**src/rtl/iso_pulse_link.sv**
```systemverilog
module iso_pulse_link #(
  parameter int REFRESH_CYCLES  = 40,
  parameter int WATCHDOG_CYCLES = 200
) (
  input  logic clk,
  input  logic rst_n,
  input  logic din,
  input  logic dflt_lvl,
  output logic tx_set,
  output logic tx_clr,
  input  logic rx_set,
  input  logic rx_clr,
  output logic dout
);
  localparam int RW = $clog2(REFRESH_CYCLES);
  localparam int WW = $clog2(WATCHDOG_CYCLES);

  initial begin
    assert (WATCHDOG_CYCLES > REFRESH_CYCLES && REFRESH_CYCLES >= 2)
      else $error("R10: WATCHDOG_CYCLES must exceed REFRESH_CYCLES (>= 2)");
  end

  logic          s1, s2, lvl;
  logic [2:0]    arm;
  logic [RW-1:0] rcnt;
  logic          boot, moved, due, send;

  assign boot  = arm[1] & ~arm[2];
  assign moved = arm[2] & (s2 != lvl);
  assign due   = arm[2] & (rcnt == RW'(REFRESH_CYCLES - 1));
  assign send  = boot | moved | due;

  always_ff @(posedge clk or negedge rst_n) begin
    if (!rst_n) begin
      s1     <= 1'b0;
      s2     <= 1'b0;
      arm    <= '0;
      lvl    <= 1'b0;
      rcnt   <= '0;
      tx_set <= 1'b0;
      tx_clr <= 1'b0;
    end else begin
      s1     <= din;
      s2     <= s1;
      arm    <= {arm[1:0], 1'b1};
      tx_set <= send & s2;
      tx_clr <= send & ~s2;
      if (send) begin
        lvl  <= s2;
        rcnt <= '0;
      end else if (arm[2]) begin
        rcnt <= rcnt + RW'(1);
      end
    end
  end

  logic          q, fault, valid, expire;
  logic [WW-1:0] wcnt;

  assign valid  = rx_set ^ rx_clr;
  assign expire = (wcnt == WW'(WATCHDOG_CYCLES - 1));
  assign dout   = fault ? dflt_lvl : q;

  always_ff @(posedge clk or negedge rst_n) begin
    if (!rst_n) begin
      q     <= 1'b0;
      fault <= 1'b1;
      wcnt  <= WW'(WATCHDOG_CYCLES - 1);
    end else if (valid) begin
      q     <= rx_set;
      fault <= 1'b0;
      wcnt  <= '0;
    end else if (expire) begin
      fault <= 1'b1;
    end else begin
      wcnt  <= wcnt + WW'(1);
    end
  end
endmodule

```
**config.mk**
```make
export PLATFORM = sky130hd
export DESIGN_NAME = iso_pulse_link
export DESIGN_NICKNAME = d
export VERILOG_FILES = /design/src/rtl/iso_pulse_link.sv
export SDC_FILE = /design/constraint.sdc
export NUM_CORES = 1
export LEC_CHECK = 0
export BUFFER_PORTS_ARGS = -buffer_cell sky130_fd_sc_hd__buf_4
export CAP_MARGIN = 10
export CORE_ASPECT_RATIO = 1.4
export CORE_MARGIN = 4
export CORE_UTILIZATION = 39
export CTS_BUF_LIST = sky130_fd_sc_hd__clkbuf_8
export DETAILED_ROUTE_END_ITERATION = 10
export RECOVER_POWER = 50
export SLEW_MARGIN = 30
export SYNTH_ARGS = -nofsm -noshare
export SYNTH_HDL_FRONTEND = slang
export SYNTH_SLANG_ARGS = --single-unit
```
**constraint.sdc**
```tcl
create_clock -name clk -period 1.4 [get_ports clk]
set_input_delay 0.14 -clock clk [delete_from_list [all_inputs] [get_ports clk]]
set_output_delay 0.14 -clock clk [all_outputs]
set_load 0.02 [all_outputs]
```
==> implementation parameters, run 1 <==
Parameter                              Value

STA
  Setup clock skew after layout    3.43 ps
  Worst slew pin tran    598 ps
  Final worst-path setup slack    -2.71 ps
  Final min period    1400 ps
  Number of endpoints with negative hold slack in the final report    0
  RSZ-0062 raised after global routing    true
  Max-slew violations    0
  Setup violations, final    1
  Max Freq    713 MHz
  Relative max-transition margin    60.2%
  Post-route clock period utilization    100%

Yosys
  Number of enable-type register cells in the synthesized netlist    0
  Combined area of all synthesized cells    1060 um2
  Average cell area after synthesis    11.2 um2
  Gate count after technology mapping    94
  Fraction of synthesis flops using an asynchronous set or reset pin    100%
  Post-Synthesis Net Count    102
  Sequential-to-total area share from yosys stat    57.5%
  Yosys warns    0
  Top-count cell post-synth    sky130_fd_sc_hd__dfrtp_1
  FF+latch count, synth    24
  Most instantiated flip-flop cell in the synthesis netlist    sky130_fd_sc_hd__dfrtp_1
  Cell types occupying the most area after synthesis    sky130_fd_sc_hd__dfrtp_1 (43%), sky130_fd_sc_hd__dfstp_2 (15%), sky130_fd_sc_hd__xor2_1 (4.1%)
  Area share of the leading cell type in the synthesized netlist    42.6%
  Cell taking the most area after synthesis    sky130_fd_sc_hd__dfrtp_1
  Number of distinct library cell variants in the gate-level netlist after synthesis    33
  Most numerous cell types in the synthesized netlist    sky130_fd_sc_hd__dfrtp_1 (18), sky130_fd_sc_hd__a21oi_1 (6), sky130_fd_sc_hd__dfstp_2 (6), sky130_fd_sc_hd__o21ai_0 (6)

Global route
  Number of antenna violations at the first check in global routing    0
  Largest net degree at the start of global routing    25
  Total global-route track usage    12.2%
  Grt ovf    0
  First-pass GRT wire length    3.36 mm
  Via count of the first global-routing pass    798

Routing
  Avg WL per Cell    12.6 um
  Total length of routed wires    1.96 mm
  Vias/cell    5.23
  Iteration-0 DRC count of the detailed router    9
  DRC violation count after routing    0
  Antenna Nets Post-Route    0
  Vias after detailed routing    811
  First drt pass iteration count    6

Clock tree
  TritonCTS Buffers    3
  Clock latency of the later-clocked register in the worst-skew pair    270 ps
  Clock transition at the registers of the reported paths    90 ps
  Buffer levels on the longest clock path    2
  Number of sinks on the clock net    24
  Total number of H-tree levels    1
  Clock tree root buffer cell    sky130_fd_sc_hd__clkbuf_8
  CTS tree    yes

Setup path
  Type of element capturing the critical path    flip-flop
  Required time of the critical path    1600 ps
  Setup Crit Path Kind    reg2reg
  Arrival time of the worst setup path    1600 ps
  Crit start category    flip-flop
  Highest fanout seen on the critical path    4

Power
  Power density cells    1160 nW/um2
  Clock network power share    37.9%
  Proportion of power drawn by combinational gates    12.6%
  Power Internal    1240 uW
  Leakage power    0.000579 uW
  Switching Power    356 uW
  Seq pwr share    49.5%
  Net switching fraction of the power    22.3%
  Peak supply drop    0.683 mV

Placed design
  HPWL after DPL    1.40 mm
  Placer congestion estimate    0.806
  Port bufs    8
  DP Cell Count    148
  Worst slack, placed    29.7 ps

Floorplanning
  Initial Util    40.4%
  Area of the die    3620 um2
  Die extent in x    52.0 um
  DIE HEIGHT    69.6 um
  Number of placed I/O pins    9
  Core box area    2620 um2
  Number of placement rows    22

Job
  Max-cap check violation count    0

Cells and area
  Fraction of final layout cells sized beyond drive strength 1    35.3%
  Non-filler cells, final    155
  Area overhead of the layout relative to synthesis    30.3%
  Final nets    128
  Antenna Diode Count    0

Worst hold path
  Path category of the worst min-delay check    in2reg

Status
  Violations in the final reports    setup timing
  Result of the run    finished, violations left
==> path summary, 6_finish.rpt <==
kind | startpoint | end | slack (ps) | cells after the start
worst min-delay path | rx_clr | q$_DFFE_PN0N_ | 70 | 2
min in group asynchronous | rst_n | rcnt[4]$_DFFE_PN0P_ | 400 | 2
worst max-delay path | wcnt[6]$_DFFE_PN1P_ | wcnt[0]$_DFFE_PN1P_ | -3 | 3
worst max register to register | wcnt[6]$_DFFE_PN1P_ | wcnt[0]$_DFFE_PN1P_ | -3 | 3
max in group asynchronous | rst_n | arm[2]$_DFF_PN0_ | 570 | 2
worst min register to register | arm[0]$_DFF_PN0_ | arm[1]$_DFF_PN0_ | 360 | 0
==> cells in the final DEF (no fill, tap or decap), types with 4 or more instances in the layout <==
cell and n:
sky130_fd_sc_hd__buf_4 18, sky130_fd_sc_hd__o21ai_0 6, sky130_fd_sc_hd__xor2_1 5, sky130_fd_sc_hd__nand4_1 4
sky130_fd_sc_hd__dfrtp_1 17, sky130_fd_sc_hd__a21oi_1 5, sky130_fd_sc_hd__nand2_1 4, sky130_fd_sc_hd__dfstp_2 6
sky130_fd_sc_hd__or3_1 4, sky130_fd_sc_hd__nor2_1 5, sky130_fd_sc_hd__nand3_1 4, sky130_fd_sc_hd__nor3_1 4
==> metal layers <==
layer	part of all wire (%)	wire, um	vias up	track usage, %
li1	-	-	393	-
met1	47	924	397	16.0
met2	47	910	16	17.9
met3	3.8	74	5	2.15
met4	2.3	45	0	7.58
met5	0	0	-	0
==> state kept, by name, summed over array words and instances, names as in the netlist <==
signal and count:
arm 3, fault 1, lvl 1, q 1, rcnt 6, s1 1, s2 1, tx_clr 1
tx_set 1, wcnt 8
==> final cells by class <==
type	count	area (um2)
multi-input combinational	67	473
sequential	24	609
fill	235	1240
clock inverter	1	30.0
inverter	2	7.51
tap	36	45.0
clock buffer	3	41.3
timing repair buffer	22	171
==> power by group through the flow <==
stage                     sequential (uW)  clock [uW]  combinational, uW
final                                 787         604                200
after global routing                  795         645                229
after CTS                             777         623                189
after detailed placement              789           0                179
after global placement                787           0                175
after floorplan                       789           0               88.2
==> through the flow <==
stage | power [uW] | utilization, % | TNS [ps] | area [um2] | hold WS (ps)
4_1_cts | 1590 | 51.2 | 0 | 1340 | 64.6
2_1_floorplan | 877 | - | 0 | 1060 | -156
6_report | 1590 | 52.7 | -2.71 | 1380 | 69.2
5_1_grt | 1670 | 52.7 | -62.7 | 1380 | 102
3_3_place_gp | 963 | 47.4 | 0 | 1240 | 49.6
3_5_place_dp | 969 | 47.4 | 0 | 1240 | 53.9
==> kinds of logic after synthesis <==
logic type,Yosys count,share of synthesized area [%]
other cells,1,0.355
flops,24,57.5
compound gates,22,12.8
xor+xnor,6,4.97
simple gates,34,18.7
mux,2,2.13
fa+ha+maj,2,2.37
buf+inv,3,1.18
==> critical path, stage by stage, from the launching register on <==
cell,delay (ps)
sky130_fd_sc_hd__dfstp_2,530
sky130_fd_sc_hd__or4b_4,500
sky130_fd_sc_hd__nor3_1,230
sky130_fd_sc_hd__nor3b_2,70
==> what timing repair did <==
item | in CTS | in global routing
pin swaps | 0 | 5
hold buffers | 2 | 0
setup buffers | 0 | 1
resized for setup | 2 | 8
endpoints found under the setup margin | 1 | 12
hold endpoints to repair | 19 | 0
(Power assumes the default switching activity.)
==> run 2, diff against run 1 <==
- ABC_AREA: default -> 1
==> run 2 against run 1 <==
Compared with the run above: the flow now finishes without violations; sequential power down 0.8%; design area down 4.8%; sequential cell count unchanged; routed wire length down 2.9%; core utilization down 3.6 points; power down 13%; maximum frequency up 5.9%; synthesized area up 5.3%; setup slack better by 78 ps.
==> implementation parameters, run 2 <==
Parameter                              Value

Floorplanning
  DIE HEIGHT    71.2 um
  Number of placement rows    22
  Die extent in x    53.2 um
  Initial Util    41.7%
  Area of the die    3790 um2
  Core box area    2670 um2
  Number of placed I/O pins    9

Yosys
  Most numerous cell types in the synthesized netlist    sky130_fd_sc_hd__nand2_1 (31), sky130_fd_sc_hd__inv_1 (21), sky130_fd_sc_hd__dfrtp_1 (18), sky130_fd_sc_hd__nor2_1 (16), sky130_fd_sc_hd__nand3_1 (8)
  Most instantiated flip-flop cell in the synthesis netlist    sky130_fd_sc_hd__dfrtp_1
  Number of enable-type register cells in the synthesized netlist    0
  Average cell area after synthesis    8.37 um2
  Cell types occupying the most area after synthesis    sky130_fd_sc_hd__dfrtp_1 (40%), sky130_fd_sc_hd__dfstp_2 (14%), sky130_fd_sc_hd__nand2_1 (10%)
  Number of distinct library cell variants in the gate-level netlist after synthesis    21
  Post-Synthesis Net Count    141
  Area share of the leading cell type in the synthesized netlist    40.4%
  Fraction of synthesis flops using an asynchronous set or reset pin    100%
  Combined area of all synthesized cells    1110 um2
  Sequential-to-total area share from yosys stat    54.6%
  FF+latch count, synth    24
  Top-count cell post-synth    sky130_fd_sc_hd__nand2_1
  Cell taking the most area after synthesis    sky130_fd_sc_hd__dfrtp_1
  Yosys warns    0
  Gate count after technology mapping    133

Cells and area
  Filler Cell Count    266
  Top Registers    wcnt (8), rcnt (6), arm (3)
  Fraction of final layout cells sized beyond drive strength 1    20.1%
  Most common cell after layout, fill and taps aside    sky130_fd_sc_hd__nand2_1
  Number of flip-flops under the largest register name    8
  Utilization after layout    49.1%
  Area overhead of the layout relative to synthesis    17.8%
  Antenna Diode Count    0
  Most used cells in the layout excluding fill and tap cells    sky130_fd_sc_hd__nand2_1 (30), sky130_fd_sc_hd__inv_1 (21), sky130_fd_sc_hd__dfrtp_1 (18)
  Biggest register    wcnt
  Final nets    158

STA
  Number of endpoints with negative hold slack in the final report    0
  Final min period    1320 ps
  Max Freq    755 MHz
  Max-slew violations    0
  Setup violations, final    0
  RSZ-0062 raised after global routing    false
  Relative max-transition margin    61.8%
  Post-route clock period utilization    94.6%
  Worst slew pin tran    573 ps
  Setup TNS    0 ps
  Setup clock skew after layout    7.75 ps

Routing
  Iteration-0 DRC count of the detailed router    10
  Vias after detailed routing    876
  Vias/cell    4.74
  Avg WL per Cell    10.3 um
  First drt pass iteration count    4
  Total length of routed wires    1.90 mm
  DRC violation count after routing    0
  Antenna Nets Post-Route    0

Global route
  Largest net degree at the start of global routing    25
  First-pass GRT wire length    3.28 mm
  Via count of the first global-routing pass    841
  Grt ovf    0
  Total global-route track usage    11.3%
  Number of antenna violations at the first check in global routing    0

Clock tree
  Total number of H-tree levels    1
  CTS tree    yes
  TritonCTS Buffers    3
  Number of sinks on the clock net    24
  Clock transition at the registers of the reported paths    80 ps
  Clock tree root buffer cell    sky130_fd_sc_hd__clkbuf_8
  Buffer levels on the longest clock path    2
  Clock latency of the later-clocked register in the worst-skew pair    260 ps

Worst hold path
  Path category of the worst min-delay check    in2reg
  Worst Hold Launch    rx_set
  Endpoint of the worst hold path    q$_DFFE_PN0N_
  Number of cells on the worst hold path    3

Setup path
  Flop-to-flop setup slack    80 ps
  Arrival time of the worst setup path    1510 ps
  Type of element capturing the critical path    flip-flop
  Highest fanout seen on the critical path    4
  Required time of the critical path    1590 ps
  Origin of the worst setup path    wcnt[1]$_DFFE_PN1P_
  Worst reg2reg startpoint    wcnt[1]$_DFFE_PN1P_
  Critical R2R Capture    wcnt[0]$_DFFE_PN1P_
  Depth of the most critical reg-to-reg path    6
  Crit start category    flip-flop
  Setup Crit Path Kind    reg2reg

Status
  Result of the run    completed

Placed design
  HPWL after DPL    1.41 mm
  Port bufs    8
  Placer congestion estimate    0.815

Job
  Max-cap check violation count    0

Power
  Power density cells    1060 nW/um2
  Peak supply drop    0.594 mV
  Total design power    1390 uW
  Leakage power    0.000658 uW
## run 2: final cells by class
class / instances / area (um2) / area share, %
clock buffer: 4 / 55.1 / 4.20
inverter: 21 / 78.8 / 6.01
multi-input combinational: 88 / 432 / 32.9
sequential: 24 / 608 / 46.4
tap: 36 / 45.0 / 3.44
timing repair buffer: 12 / 92.6 / 7.06
## run 2: report_power, final
| group | internal, uW | switching [uW] |
|---|---|---|
| combinational | 64.5 | 91.0 |
| clock | 251 | 205 |
| sequential | 747 | 33.7 |
## run 2: worst max path at each step
stage	end	slack, ps	cells after the start
finish	wcnt[0]$_DFFE_PN1P_	80	6
global route	wcnt[6]$_DFFE_PN1P_	3	7
CTS	wcnt[3]$_DFFE_PN0P_	10	6
detailed placement	wcnt[3]$_DFFE_PN0P_	50	6
global placement	wcnt[3]$_DFFE_PN0P_	90	6
floorplan	wcnt[3]$_DFFE_PN0P_	150	6
## run 2: worst max-delay path, cell delays in order (launching register included)
cell and delay [ps]:
sky130_fd_sc_hd__dfstp_2 560, sky130_fd_sc_hd__ha_2 180, sky130_fd_sc_hd__nand2_2 80, sky130_fd_sc_hd__nor2_2 120, sky130_fd_sc_hd__buf_4 140, sky130_fd_sc_hd__nand4_1 90, sky130_fd_sc_hd__o21ai_1 100
## run 2: cell families (layout without fill, tap and decap cells)
kind of cell / count (synthesis) / after routing / share of synthesized area (%)
DFF: 24 / 24 / 54.6
buffers and inverters: 21 / 37 / 7.08
other: 1 / 1 / 0.337
adders and majority gates: 2 / 2 / 2.25
and+or+nand+nor: 72 / 72 / 29.3
xor gates and xnor gates: 1 / 1 / 0.787
AOI/OAI and AO/OA: 12 / 12 / 5.62
## run 2: per-stage QoR
stage	setup slack [ps]	hold slack (ps)	instances	instance area [um2]
after global routing	2.69	200	185	1310
final	75.6	173	185	1310
after global placement	93.6	53.9	177	1220
after floorplan	153	-156	133	1110
after detailed placement	53.9	50.5	177	1220
after CTS	10.3	179	183	1290
## run 2: what timing repair did
action | 4_1_cts | 5_1_grt
hold buffers | 2 | 0
endpoints found under the hold margin | 19 | 0
setup buffers | 0 | 2
endpoints found under the setup margin | 0 | 6
gates resized for setup | 0 | 2
## run 2: layer usage
metal	global-route usage (%)	share of wire, %	vias up	wire length, um
met2	18.5	50	16	945
met3	2.91	3.7	4	71
li1	-	-	446	-
met1	13.7	45	410	847
met5	0	0	-	0
met4	4.83	1.8	0	35
==> run 3, diff against run 2 <==
- CORE_UTILIZATION: 39 -> 50
- GPL_ROUTABILITY_DRIVEN: default -> 0
- PLACE_DENSITY: default -> 0.71
==> run 3 against run 2 <==
Compared with the run above: first-iteration DRC count increased to 3.3 times the previous value; register-to-register slack about the same; via count increased by 0.80%; highest routed layer unchanged; sequential power about the same; largest cell class unchanged; critical path type unchanged; setup slack improved by 1.2 ps; design area decreased by 2.2%; clock skew decreased by 4.5 ps.
==> implementation parameters, run 3 (synthesized netlist as in run 2, its figures left out) <==
Parameter                              Value

Status
  Result of the run    completed

Power
  Clock network power share    29.6%
  Total design power    1330 uW
  Power Internal    1010 uW
  Peak supply drop    0.750 mV
  Net switching fraction of the power    24.5%
  Proportion of power drawn by combinational gates    11.9%
  Seq pwr share    58.5%
  Power density cells    1040 nW/um2
  Leakage power    0.000652 uW
  Switching Power    326 uW

Global route
  Number of antenna violations at the first check in global routing    0
  Largest net degree at the start of global routing    25
  Via count of the first global-routing pass    871
  First-pass GRT wire length    3.42 mm
  Grt ovf    0
  Total global-route track usage    15.2%

Clock tree
  Buffer levels on the longest clock path    2
  Clock latency of the later-clocked register in the worst-skew pair    260 ps
  Total number of H-tree levels    1
  Clock transition at the registers of the reported paths    80 ps
  CTS tree    yes
  Clock tree root buffer cell    sky130_fd_sc_hd__clkbuf_8
  TritonCTS Buffers    3
  Number of sinks on the clock net    24

STA
  Max Freq    756 MHz
  Setup violations, final    0
  Final min period    1320 ps
  Post-route clock period utilization    94.5%
  Final worst-path setup slack    76.8 ps
  Number of endpoints with negative hold slack in the final report    0
  Max-slew violations    0
  Setup clock skew after layout    3.28 ps
  Worst slew pin tran    576 ps
  Relative max-transition margin    61.6%
  RSZ-0062 raised after global routing    false
  Setup TNS    0 ps

Routing
  Vias after detailed routing    883
  Antenna Nets Post-Route    0
  First drt pass iteration count    4
  DRC violation count after routing    0
  Iteration-0 DRC count of the detailed router    33
  Total length of routed wires    1.93 mm
  Avg WL per Cell    11.3 um
  Vias/cell    5.19

Placed design
  HPWL after DPL    1.37 mm
  Port bufs    8
  Worst slack, placed    63.3 ps

Cells and area
  Final nets    157
  Top Registers    wcnt (8), rcnt (6), arm (3)
  Antenna Diode Count    0
  Most used cells in the layout excluding fill and tap cells    sky130_fd_sc_hd__nand2_1 (28), sky130_fd_sc_hd__inv_1 (22), sky130_fd_sc_hd__dfrtp_1 (18)
  Fraction of final layout cells sized beyond drive strength 1    20.3%
  Biggest register    wcnt
  Area overhead of the layout relative to synthesis    15.2%
  Most common cell after layout, fill and taps aside    sky130_fd_sc_hd__nand2_1
  Number of flip-flops under the largest register name    8

Floorplanning
  Initial Util    51.7%
  Die extent in x    47.9 um
  Core box area    2150 um2
  Area of the die    3060 um2
  Number of placed I/O pins    9
  DIE HEIGHT    63.8 um
  Number of placement rows    20

Setup path
  Required time of the critical path    1550 ps
  Highest fanout seen on the critical path    4
  Setup Crit Path Kind    reg2reg
  Type of element capturing the critical path    flip-flop
  Arrival time of the worst setup path    1470 ps
  Crit start category    flip-flop

Job
  Max-cap check violation count    0

Worst hold path
  Path category of the worst min-delay check    in2reg
-- run 3: cell types whose count changed in the layout (fill, tap and decap cells not counted) --
cell | previous run | this run
sky130_fd_sc_hd__clkbuf_8 | 4 | 3
sky130_fd_sc_hd__a21oi_2 | 0 | 1
sky130_fd_sc_hd__a21oi_1 | 6 | 5
sky130_fd_sc_hd__ha_1 | 1 | 2
sky130_fd_sc_hd__nand2_1 | 30 | 28
sky130_fd_sc_hd__buf_4 | 9 | 7
sky130_fd_sc_hd__clkbuf_4 | 0 | 1
sky130_fd_sc_hd__inv_1 | 21 | 22
sky130_fd_sc_hd__nand2_2 | 5 | 7
sky130_fd_sc_hd__ha_2 | 1 | 0
-- run 3: worst paths after layout --
check	start	end	slack (ps)	depth (start not counted)
setup / recovery	wcnt[0]$_DFFE_PN1P_	wcnt[3]$_DFFE_PN0P_	80	6
hold / removal	rx_set	q$_DFFE_PN0N_	180	3
setup reg to reg	wcnt[0]$_DFFE_PN1P_	wcnt[3]$_DFFE_PN0P_	80	6
hold reg to reg	arm[0]$_DFF_PN0_	arm[1]$_DFF_PN0_	350	0
max in group asynchronous	rst_n	rcnt[5]$_DFFE_PN0P_	620	2
min in group asynchronous	rst_n	wcnt[4]$_DFFE_PN0P_	410	2
-- run 3: area by class of cell --
cell class              count  area (um2)
well taps                  22        27.5
clock inverters             1        3.75
clock buffers               3        41.3
multi-input cells          88         438
repair buffers             11        85.1
inverters                  21        78.8
fillers                   194         870
flip-flops and latches     24         608
-- run 3: worst max-delay path: stages (launching register included) --
cell	delay, ps
sky130_fd_sc_hd__dfstp_2	560
sky130_fd_sc_hd__ha_1	180
sky130_fd_sc_hd__nand2_2	90
sky130_fd_sc_hd__nor2_2	160
sky130_fd_sc_hd__nand2_2	110
sky130_fd_sc_hd__nand2_2	90
sky130_fd_sc_hd__a21oi_1	40
-- run 3: metal layers --
layer / global-route usage, % / vias to the layer above / share of wire (%)
li1: - / 446 / -
met1: 18.2 / 412 / 40
met2: 24.5 / 23 / 55
met3: 3.94 / 2 / 4.6
met4: 6.40 / 0 / 0.67
met5: 0 / - / 0
-- run 3: metrics by stage --
step	utilization (%)	hold WS [ps]	area, um2	instances
floorplan	-	-156	1110	133
global placement	55.8	51.9	1200	163
detailed placement	55.8	53.6	1200	163
CTS	58.8	176	1270	169
global route	59.6	195	1280	170
finish	59.6	180	1280	170
-- run 3: timing repair --
| item | 4_1_cts | 5_1_grt |
|---|---|---|
| hold endpoints to repair | 19 | 0 |
| buffers inserted | 0 | 1 |
| endpoints found under the setup margin | 0 | 6 |
| hold buffers | 2 | 0 |
| resized for setup | 0 | 4 |
-- run 3: power by group through the flow --
stage | clock [uW] | sequential [uW] | combinational (uW)
finish | 395 | 780 | 159
global route | 447 | 789 | 187
CTS | 409 | 779 | 154
detailed placement | 0 | 792 | 148
global placement | 0 | 789 | 144
floorplan | 0 | 791 | 86.5
